--- src/rtl/ovl_pkg.sv ---
package ovl_pkg;
  localparam int NUM_CH = 2;
  typedef enum logic {CH_LEFT = 1'b0, CH_RIGHT = 1'b1} chan_e;
endpackage

--- src/rtl/ovl_sat.sv ---
module ovl_sat #(
  parameter int IN_W  = 20,
  parameter int OUT_W = 18
) (
  input  logic                    clk_i,
  input  logic                    rst_ni,
  input  logic                    valid_i,
  input  logic signed [IN_W-1:0]  data_i,
  output logic signed [OUT_W-1:0] data_o
);
  localparam int MAX_I = 2**(OUT_W-1) - 1;
  localparam int MIN_I = -(2**(OUT_W-1));
  localparam logic signed [IN_W-1:0] MAX_V = IN_W'(MAX_I);
  localparam logic signed [IN_W-1:0] MIN_V = IN_W'(MIN_I);

  logic signed [OUT_W-1:0] clip;

  always_comb begin
    if (data_i > MAX_V)      clip = MAX_V[OUT_W-1:0];
    else if (data_i < MIN_V) clip = MIN_V[OUT_W-1:0];
    else                     clip = data_i[OUT_W-1:0];
  end

  always_ff @(posedge clk_i or negedge rst_ni) begin
    if (!rst_ni)      data_o <= '0;
    else if (valid_i) data_o <= clip;
  end

  a_r2_pass_in_range: assert property (@(posedge clk_i) disable iff (!rst_ni)
    (valid_i && data_i <= MAX_V && data_i >= MIN_V) |=> data_o == $past(data_i[OUT_W-1:0]));
  a_r3_hold_idle: assert property (@(posedge clk_i) disable iff (!rst_ni)
    !valid_i |=> $stable(data_o));
endmodule

--- src/rtl/ovl_cmp.sv ---
module ovl_cmp #(
  parameter int W      = 18,
  parameter int THRESH = 116508
) (
  input  logic signed [W-1:0] smp_i,
  output logic                over_o
);
  localparam logic signed [W:0] THR_V = (W+1)'(THRESH);

  logic signed [W:0] ext, neg;

  // widen first so the most negative value negates without wrap
  always_comb begin
    ext    = (W+1)'(smp_i);
    neg    = -ext;
    over_o = (ext > THR_V) || (neg > THR_V);
  end
endmodule

--- src/rtl/ovl_hold.sv ---
module ovl_hold #(
  parameter int HOLD_CYCLES = 131072
) (
  input  logic clk_i,
  input  logic rst_ni,
  input  logic clr_i,
  input  logic load_i,
  output logic busy_o
);
  localparam int CNT_W = $clog2(HOLD_CYCLES + 1);
  localparam logic [CNT_W-1:0] HOLD_V = CNT_W'(HOLD_CYCLES);

  logic [CNT_W-1:0] cnt_q;

  always_ff @(posedge clk_i or negedge rst_ni) begin
    if (!rst_ni)           cnt_q <= '0;
    else if (clr_i)        cnt_q <= '0;
    else if (load_i)       cnt_q <= HOLD_V;
    else if (cnt_q != '0)  cnt_q <= cnt_q - 1'b1;
  end

  assign busy_o = (cnt_q != '0);

  a_r7_restart: assert property (@(posedge clk_i) disable iff (!rst_ni)
    (load_i && !clr_i) |=> cnt_q == HOLD_V);
  a_r6_countdown: assert property (@(posedge clk_i) disable iff (!rst_ni)
    (!clr_i && !load_i && busy_o) |=> cnt_q == $past(cnt_q) - 1'b1);
  a_r6_idle_stays: assert property (@(posedge clk_i) disable iff (!rst_ni)
    (!load_i && !busy_o) |=> !busy_o);
  a_r9_clear: assert property (@(posedge clk_i) disable iff (!rst_ni)
    clr_i |=> !busy_o);
endmodule

--- src/rtl/ovl_peak_detect.sv ---
module ovl_peak_detect
  import ovl_pkg::*;
#(
  parameter int IN_W        = 20,
  parameter int OUT_W       = 18,
  parameter int THRESH      = 116508,
  parameter int HOLD_CYCLES = 131072
) (
  input  logic                    clk_i,
  input  logic                    rst_ni,
  input  logic                    standby_i,
  input  logic                    valid_i,
  input  logic signed [IN_W-1:0]  left_i,
  input  logic signed [IN_W-1:0]  right_i,
  output logic                    smp_valid_o,
  output logic signed [OUT_W-1:0] left_o,
  output logic signed [OUT_W-1:0] right_o,
  output logic                    ovl_o
);
  logic signed [IN_W-1:0]  din  [NUM_CH];
  logic signed [OUT_W-1:0] dsat [NUM_CH];
  logic [NUM_CH-1:0]       over;
  logic                    valid_q, hit, busy;

  assign din[CH_LEFT]  = left_i;
  assign din[CH_RIGHT] = right_i;

  for (genvar c = 0; c < NUM_CH; c++) begin : g_ch
    ovl_sat #(.IN_W(IN_W), .OUT_W(OUT_W)) u_sat (
      .clk_i(clk_i), .rst_ni(rst_ni), .valid_i(valid_i),
      .data_i(din[c]), .data_o(dsat[c]));
    ovl_cmp #(.W(OUT_W), .THRESH(THRESH)) u_cmp (
      .smp_i(dsat[c]), .over_o(over[c]));
  end

  always_ff @(posedge clk_i or negedge rst_ni) begin
    if (!rst_ni) valid_q <= 1'b0;
    else         valid_q <= valid_i;
  end

  // only a freshly registered pair is judged
  assign hit = valid_q & (|over) & ~standby_i;

  ovl_hold #(.HOLD_CYCLES(HOLD_CYCLES)) u_hold (
    .clk_i(clk_i), .rst_ni(rst_ni), .clr_i(standby_i),
    .load_i(hit), .busy_o(busy));

  assign smp_valid_o = valid_q;
  assign left_o      = dsat[CH_LEFT];
  assign right_o     = dsat[CH_RIGHT];
  assign ovl_o       = busy & ~standby_i;

  a_r8_no_idle_hit: assert property (@(posedge clk_i) disable iff (!rst_ni)
    (!valid_q && !ovl_o && !standby_i) |=> !ovl_o);
  a_r6_rise_on_hit: assert property (@(posedge clk_i) disable iff (!rst_ni)
    (valid_q && |over && !standby_i) |=> busy);
endmodule

--- config.mk ---
export PLATFORM = sky130hd
export DESIGN_NAME = ovl_peak_detect
export DESIGN_NICKNAME = d
export VERILOG_FILES = /design/src/rtl/ovl_pkg.sv /design/src/rtl/ovl_sat.sv /design/src/rtl/ovl_cmp.sv /design/src/rtl/ovl_hold.sv /design/src/rtl/ovl_peak_detect.sv
export SDC_FILE = /design/constraint.sdc
export NUM_CORES = 1
export LEC_CHECK = 0
export ABC_AREA = 1
export BUFFER_PORTS_ARGS = -buffer_cell sky130_fd_sc_hd__buf_4
export CAP_MARGIN = 25
export CORE_UTILIZATION = 52
export DETAILED_ROUTE_END_ITERATION = 7
export PLACE_DENSITY_LB_ADDON = 0.3
export SLEW_MARGIN = 20
export SYNTH_ARGS = -nofsm -noshare
export SYNTH_HDL_FRONTEND = slang
export SYNTH_SLANG_ARGS = --single-unit
--- constraint.sdc ---
create_clock -name clk_i -period 2.3 [get_ports clk_i]
set_input_delay 0.23 -clock clk_i [delete_from_list [all_inputs] [get_ports clk_i]]
set_output_delay 0.23 -clock clk_i [all_outputs]
set_load 0.05 [all_outputs]
After elaboration in Yosys (flattened, before gate mapping)
Index checks and enable logic that the tools add are counted.
{ "word_totals": {"ff_bits": 55, "latch_bits": 0, "ramBits": 0, "mem_bits_ro": 0, "word_cells": 31, "n_memories": 0} }
{ "op_classes": {"n_addsub": 3, "n_mul": 0, "div": 0, "magnitude_cmp": 8, "n_eq_ne": 0, "shift": 0, "n_mux": 7, "n_bitwise": 4, "n_reduce_logical": 5} }
{ "op_table": {"columns": ["op", "count"], "rows": [
  ["$mux 18", 7],
  ["$gt 20x18->1 const B", 2],
  ["$lt 20x18->1 const B", 2],
  ["$gt 19x18->1 const B", 2],
  ["$neg 18->19", 2],
  ["$gt 18x18->1 const B", 2],
  ["$reduce_bool 18->1", 1],
  ["$sub 18x1->18 const B", 1],
  ["$and 1x1->1", 3],
  ["$reduce_bool 3->1", 1],
  ["$logic_or 1x1->1", 2],
  ["$reduce_or 2->1", 1],
  ["$not 1->1", 1]
]} }

Depth between registers and ports, before layout
{ "logic_depth": {"word_depth": 8, "ltp_mapped": 15, "mapped_depth_nobuf": 14} }

Modules after synthesis
Synthesis repeated with hierarchy kept, for this count alone.
{ "hier_totals": {"cells_unflattened": 473, "area_unflattened_um2": 3206.8} }
{ "by_module_without_submodules": {"columns": ["module", "n_inst", "cells_per_inst", "area_each_um2", "seq_area_each_um2"], "rows": [
  ["ovl_sat", 2, 114, 849.6, 450.4],
  ["ovl_hold", 1, 162, 1134.8, 450.4],
  ["ovl_cmp", 2, 38, 162.7, 0.0],
  ["ovl_peak_detect", 1, 7, 47.5, 25.0]
]} }

Worst setup path after synthesis
OpenSTA, ideal clock, no wires.
{ "synth_timing": {"path_kind": "register to register", "startpoint": "register g_ch[0].u_sat.data_o[5]", "endpoint": "register u_hold.cnt_q[10]", "arrival_time_ps": 1816, "required_time_ps": 2180, "setup_slack_ps": 365, "stages_incl_launch_ff": 16, "path_buffers": 1, "synth_period_minus_slack_ps": 1935, "cell_sequence": "dfrtp_1 nor2_2 nand2_1 nor2_2 nand2_2 nor2_4 nand2_1 nand2_1 nand2_1 nand2_1 nand2_1 nand2_2 nand2_4 nand2_4 buf_8 nor2_1"} }
{ "synth_between": {"elab_chain_cells": 8, "elab_cells_between_ends": 10, "classes_between": "1 x add/sub; 2 x order compare; 2 x mux; 2 x bitwise; 3 x reduce/logical"} }
{ "synth_rtl": {"columns": ["element", "line_no", "rtl"], "rows": [
  ["from (decl)", "ovl_sat.sv:9", "output logic signed [OUT_W-1:0] data_o"],
  ["from (signal assigned)", "ovl_sat.sv:26", "else if (valid_i) data_o <= clip;"],
  ["$neg 18->19", "ovl_cmp.sv:15", "neg = -ext;"],
  ["$gt 19x18->1", "ovl_cmp.sv:16", "over_o = (ext > THR_V) || (neg > THR_V);"],
  ["$logic_or 1x1->1 *", "ovl_cmp.sv:16", null],
  ["$reduce_or 2->1 *", "ovl_peak_detect.sv:42", "assign hit = valid_q & (|over) & ~standby_i;"],
  ["$and 1x1->1 * (2 in a row)", "ovl_peak_detect.sv:42", null],
  ["$mux 18", "ovl_hold.sv:18", "else if (load_i) cnt_q <= HOLD_V;"],
  ["$mux 18", "ovl_hold.sv:17", "else if (clr_i) cnt_q <= '0;"],
  ["to (signal assigned)", "ovl_hold.sv:19", "else if (cnt_q != '0) cnt_q <= cnt_q - 1'b1;"],
  ["to (decl)", "ovl_hold.sv:13", "logic [CNT_W-1:0] cnt_q;"]
]} }
Mark *: on every way between the ends. The rest lies on a longest branch, timed or not.
A chain may end at the register's enable or synchronous reset.

Worst setup path after layout
{ "layout_timing": {"startpoint": "register u_hold.cnt_q[0]", "endpoint": "output ovl_o"} }
{ "layout_between": {"elab_chain_cells": 2} }
{ "layout_rtl": {"columns": ["element", "line_no", "rtl"], "rows": [
  ["$reduce_bool 18->1", "ovl_hold.sv:22", "assign busy_o = (cnt_q != '0);"],
  ["$and 1x1->1", "ovl_peak_detect.sv:51", "assign ovl_o = busy & ~standby_i;"],
  ["to (decl)", "ovl_peak_detect.sv:18", "output logic ovl_o"]
]} }
Every way passes these cells.

==> results_dict.tcl <==
set metrics [dict create \
    final_cell_mix "buf_4, nor2_1, inv_1, dfrtp_1, nand2_1" \
    grt_usage_pct 24.4 \
    power_switching_uw 1560 \
    numClockSinks 55 \
    gp_congestion 0.803 \
    ys_seq_area_share_pct 47.5 \
    worstMarginPinSlew_ns 0.670 \
    io_buffers 81 \
    cap_viol_max_count 0 \
    p_int_uw 2090 \
    rsz0062_at_grt "no" \
    routed_wl_um 6720 \
    max-slew-margin-rel_pct 55.3 \
    clk_pin_slew_worst_paths_ns 0.10 \
    initialDrtViolationCount 155 \
    final_area_sq_um 3690 \
    maxSlewViolCount 0 \
    gr-usage-met1_pct 31.4 \
    syn_area_per_cell_sq_um 7.93 \
    rows 26 \
    initial_core_util_pct 55.3 \
    ant_nets 0 \
    syn_nets 410 \
    seqPwrFrac_pct 36.4 \
    grt_max_degree 56 \
    p_total_uw 3650 \
    path_max_fanout 3 \
    vias 2642 \
    htreeDepth 2 \
    hp-class "in -> reg" \
    clk_latency_ns 0.31 \
    antenna_found_initial 0 \
    cellPowerDensity_nw_per_um2 989 \
    outcome "complete, no violations" \
    swShare_pct 42.8 \
    placed_cells 507 \
    io_pins 82 \
    p_clk_share_pct 18.3 \
    top_usage_layer "met2" \
    ys_ff_latch 55 \
    syn_to_final_growth_pct 27.4 \
    ys_warn_count 0 \
    finClkSkew_ns 0.00533 \
    drive_gt1_share_pct 26.0 \
    clock.fmax_mhz 466 \
    leakagePower_uw 0.00191 \
    syn_inst 365 \
    yosysUniqueCellTypes 28 \
    die_area_sq_um 5870 \
    final.min_clock_period_ns 2.15 \
    grtUsageMet3_pct 3.59 \
    arrival_ns 1.92 \
    synth_edf_count 0 \
    core-area_sq_um 5240 \
    clockBufferDepth 2 \
    timing.setup.tns_ns 0 \
    groute.layer.met2.usage_pct 40.5 \
    worstSetupStartpointType "flop" \
    cp.required_ns 2.07 \
    period_share_pct 93.3 \
    peakVddDrop_uv 553 \
    viasPerCell 5.11 \
    cp-end-kind "output pin" \
    place_area_sq_um 3540 \
    grt-ovfl-total 0 \
    grt_first_pass_wirelength_um 11400 \
    grt_pass1_vias 2629 \
    dp_hpwl_um 4810 \
    fp.dieH_um 76.6 \
    layout_commonest_cell "buf_4" \
    combPwrFrac_pct 45.4 \
    nets 491 \
    cts_made_buffers 5 \
    netlist_area_sq_um 2900 \
    n_antenna_cell 0 \
    crit_type "reg -> out" \
    nFillCells 410 \
    setup_violations 0 \
    cts_tree "built" \
    drt-pass1-iter-count 5 \
    die_x_um 76.6 \
    synth_flop_cell "dfrtp_1" \
    hold_viol 0 \
    clock-root-buffer "clkbuf_8" \
    remaining_drc_errors 0 \
    routedWlPerCell_um 13.0 \
    async_flop_share_pct 100 \
    instances_no_fill 517 \
]
critical path, stage by stage (launching register included):
cell and delay [ns]:
dfrtp_1 0.39, inv_1 0.09, ha_1 0.19, inv_1 0.09, nor3_4 0.23, nand2_2 0.10
nor2_4 0.13, nand3_4 0.08, nand2_1 0.08, inv_2 0.04, buf_4 0.18
final timing paths:
kind | from | endpoint | slack, ns | cells past startpoint
setup reg to reg | u_hold.cnt_q[0] | u_hold.cnt_q[12] | 0.32 | 11
max in group asynchronous | rst_ni | smp_valid_o | 1.36 | 2
hold / removal | standby_i | u_hold.cnt_q[17] | 0.06 | 2
hold reg to reg | u_hold.cnt_q[0] | u_hold.cnt_q[0] | 0.54 | 2
min in group asynchronous | rst_ni | u_hold.cnt_q[7] | 0.49 | 2
setup / recovery | u_hold.cnt_q[0] | ovl_o | 0.15 | 10
layout make-up:
cell class / count / area, sq um / share of cell area, %
Clock inverter: 3 / 47.5 / 1.29
Multi-Input combinational cell: 244 / 1260 / 34.3
Sequential cell: 55 / 1380 / 37.3
Timing Repair Buffer: 84 / 633 / 17.2
Tap cell: 70 / 87.6 / 2.38
Inverter: 56 / 210 / 5.70
Clock buffer: 5 / 68.8 / 1.87
cells in the mapped netlist (2+ instances only):
library cell,number,share of area [%]
o21ai_0,8,1.4
o22ai_1,34,7.3
a21oi_1,6,1.0
dfrtp_1,55,48
nand2_4,2,0.78
buf_1,2,0.26
nor2_2,13,2.8
nor2_4,2,0.78
nand2_1,50,6.5
inv_1,55,7.1
nand3_2,2,0.69
clkbuf_1,6,0.78
xnor2_1,2,0.61
nand3_1,16,2.8
xor2_1,12,3.6
nand4_1,5,1.1
nand2_2,3,0.65
nor2_1,72,9.3
nor3_1,10,1.7
nor4_1,2,0.43
metal layers:
layer | up-vias | part of all wire [%]
met3 | 12 | 5.6
met4 | 0 | 2.2
met2 | 92 | 49
met5 | - | 0
met1 | 1210 | 43
li1 | 1328 | -
flip-flops by register name, indices dropped and copies added (netlist names):
name,flops
g_ch.u_sat.data_o,36
u_hold.cnt_q,18
smp_valid_o,1
stage by stage:
| step | hold slack (ns) | utilization (%) | setup WS [ns] |
|---|---|---|---|
| after floorplan | -0.0656 | - | 0.365 |
| after global placement | 0.316 | 67.6 | 0.378 |
| after detailed placement | 0.313 | 67.6 | 0.296 |
| after CTS | 0.0533 | 70.2 | 0.0259 |
| after global routing | 0.0576 | 70.4 | 0.0339 |
| final | 0.0587 | 70.4 | 0.155 |
kinds of logic (layout without fill, tap and decap cells):
group | count (synthesis) | after routing | share of synthesized area, %
AND/OR/NAND/NOR | 179 | 179 | 28.3
buffers and inverters | 66 | 148 | 9.20
flip-flops | 55 | 55 | 47.5
AO/OA/AOI/OAI | 50 | 50 | 10.2
XOR/XNOR | 14 | 14 | 4.24
adder cells (fa/ha/maj) | 1 | 1 | 0.432
timing repair:
item	in CTS	in global routing
pin swaps	0	0
setup buffers	0	1
gates cloned	0	0
endpoints found under the setup margin	1	1
gates resized for setup	1	0
hold endpoints to repair	55	0
hold buffers	1	0
power groups by stage:
stage	combinational [uW]	clock (uW)	sequential, uW
6_report	1650	666	1330
5_1_grt	1830	715	1350
4_1_cts	1650	681	1320
3_5_place_dp	1620	0	1340
3_3_place_gp	1590	0	1330
2_1_floorplan	1030	0	1550
Power figures use the tool's default switching activity.
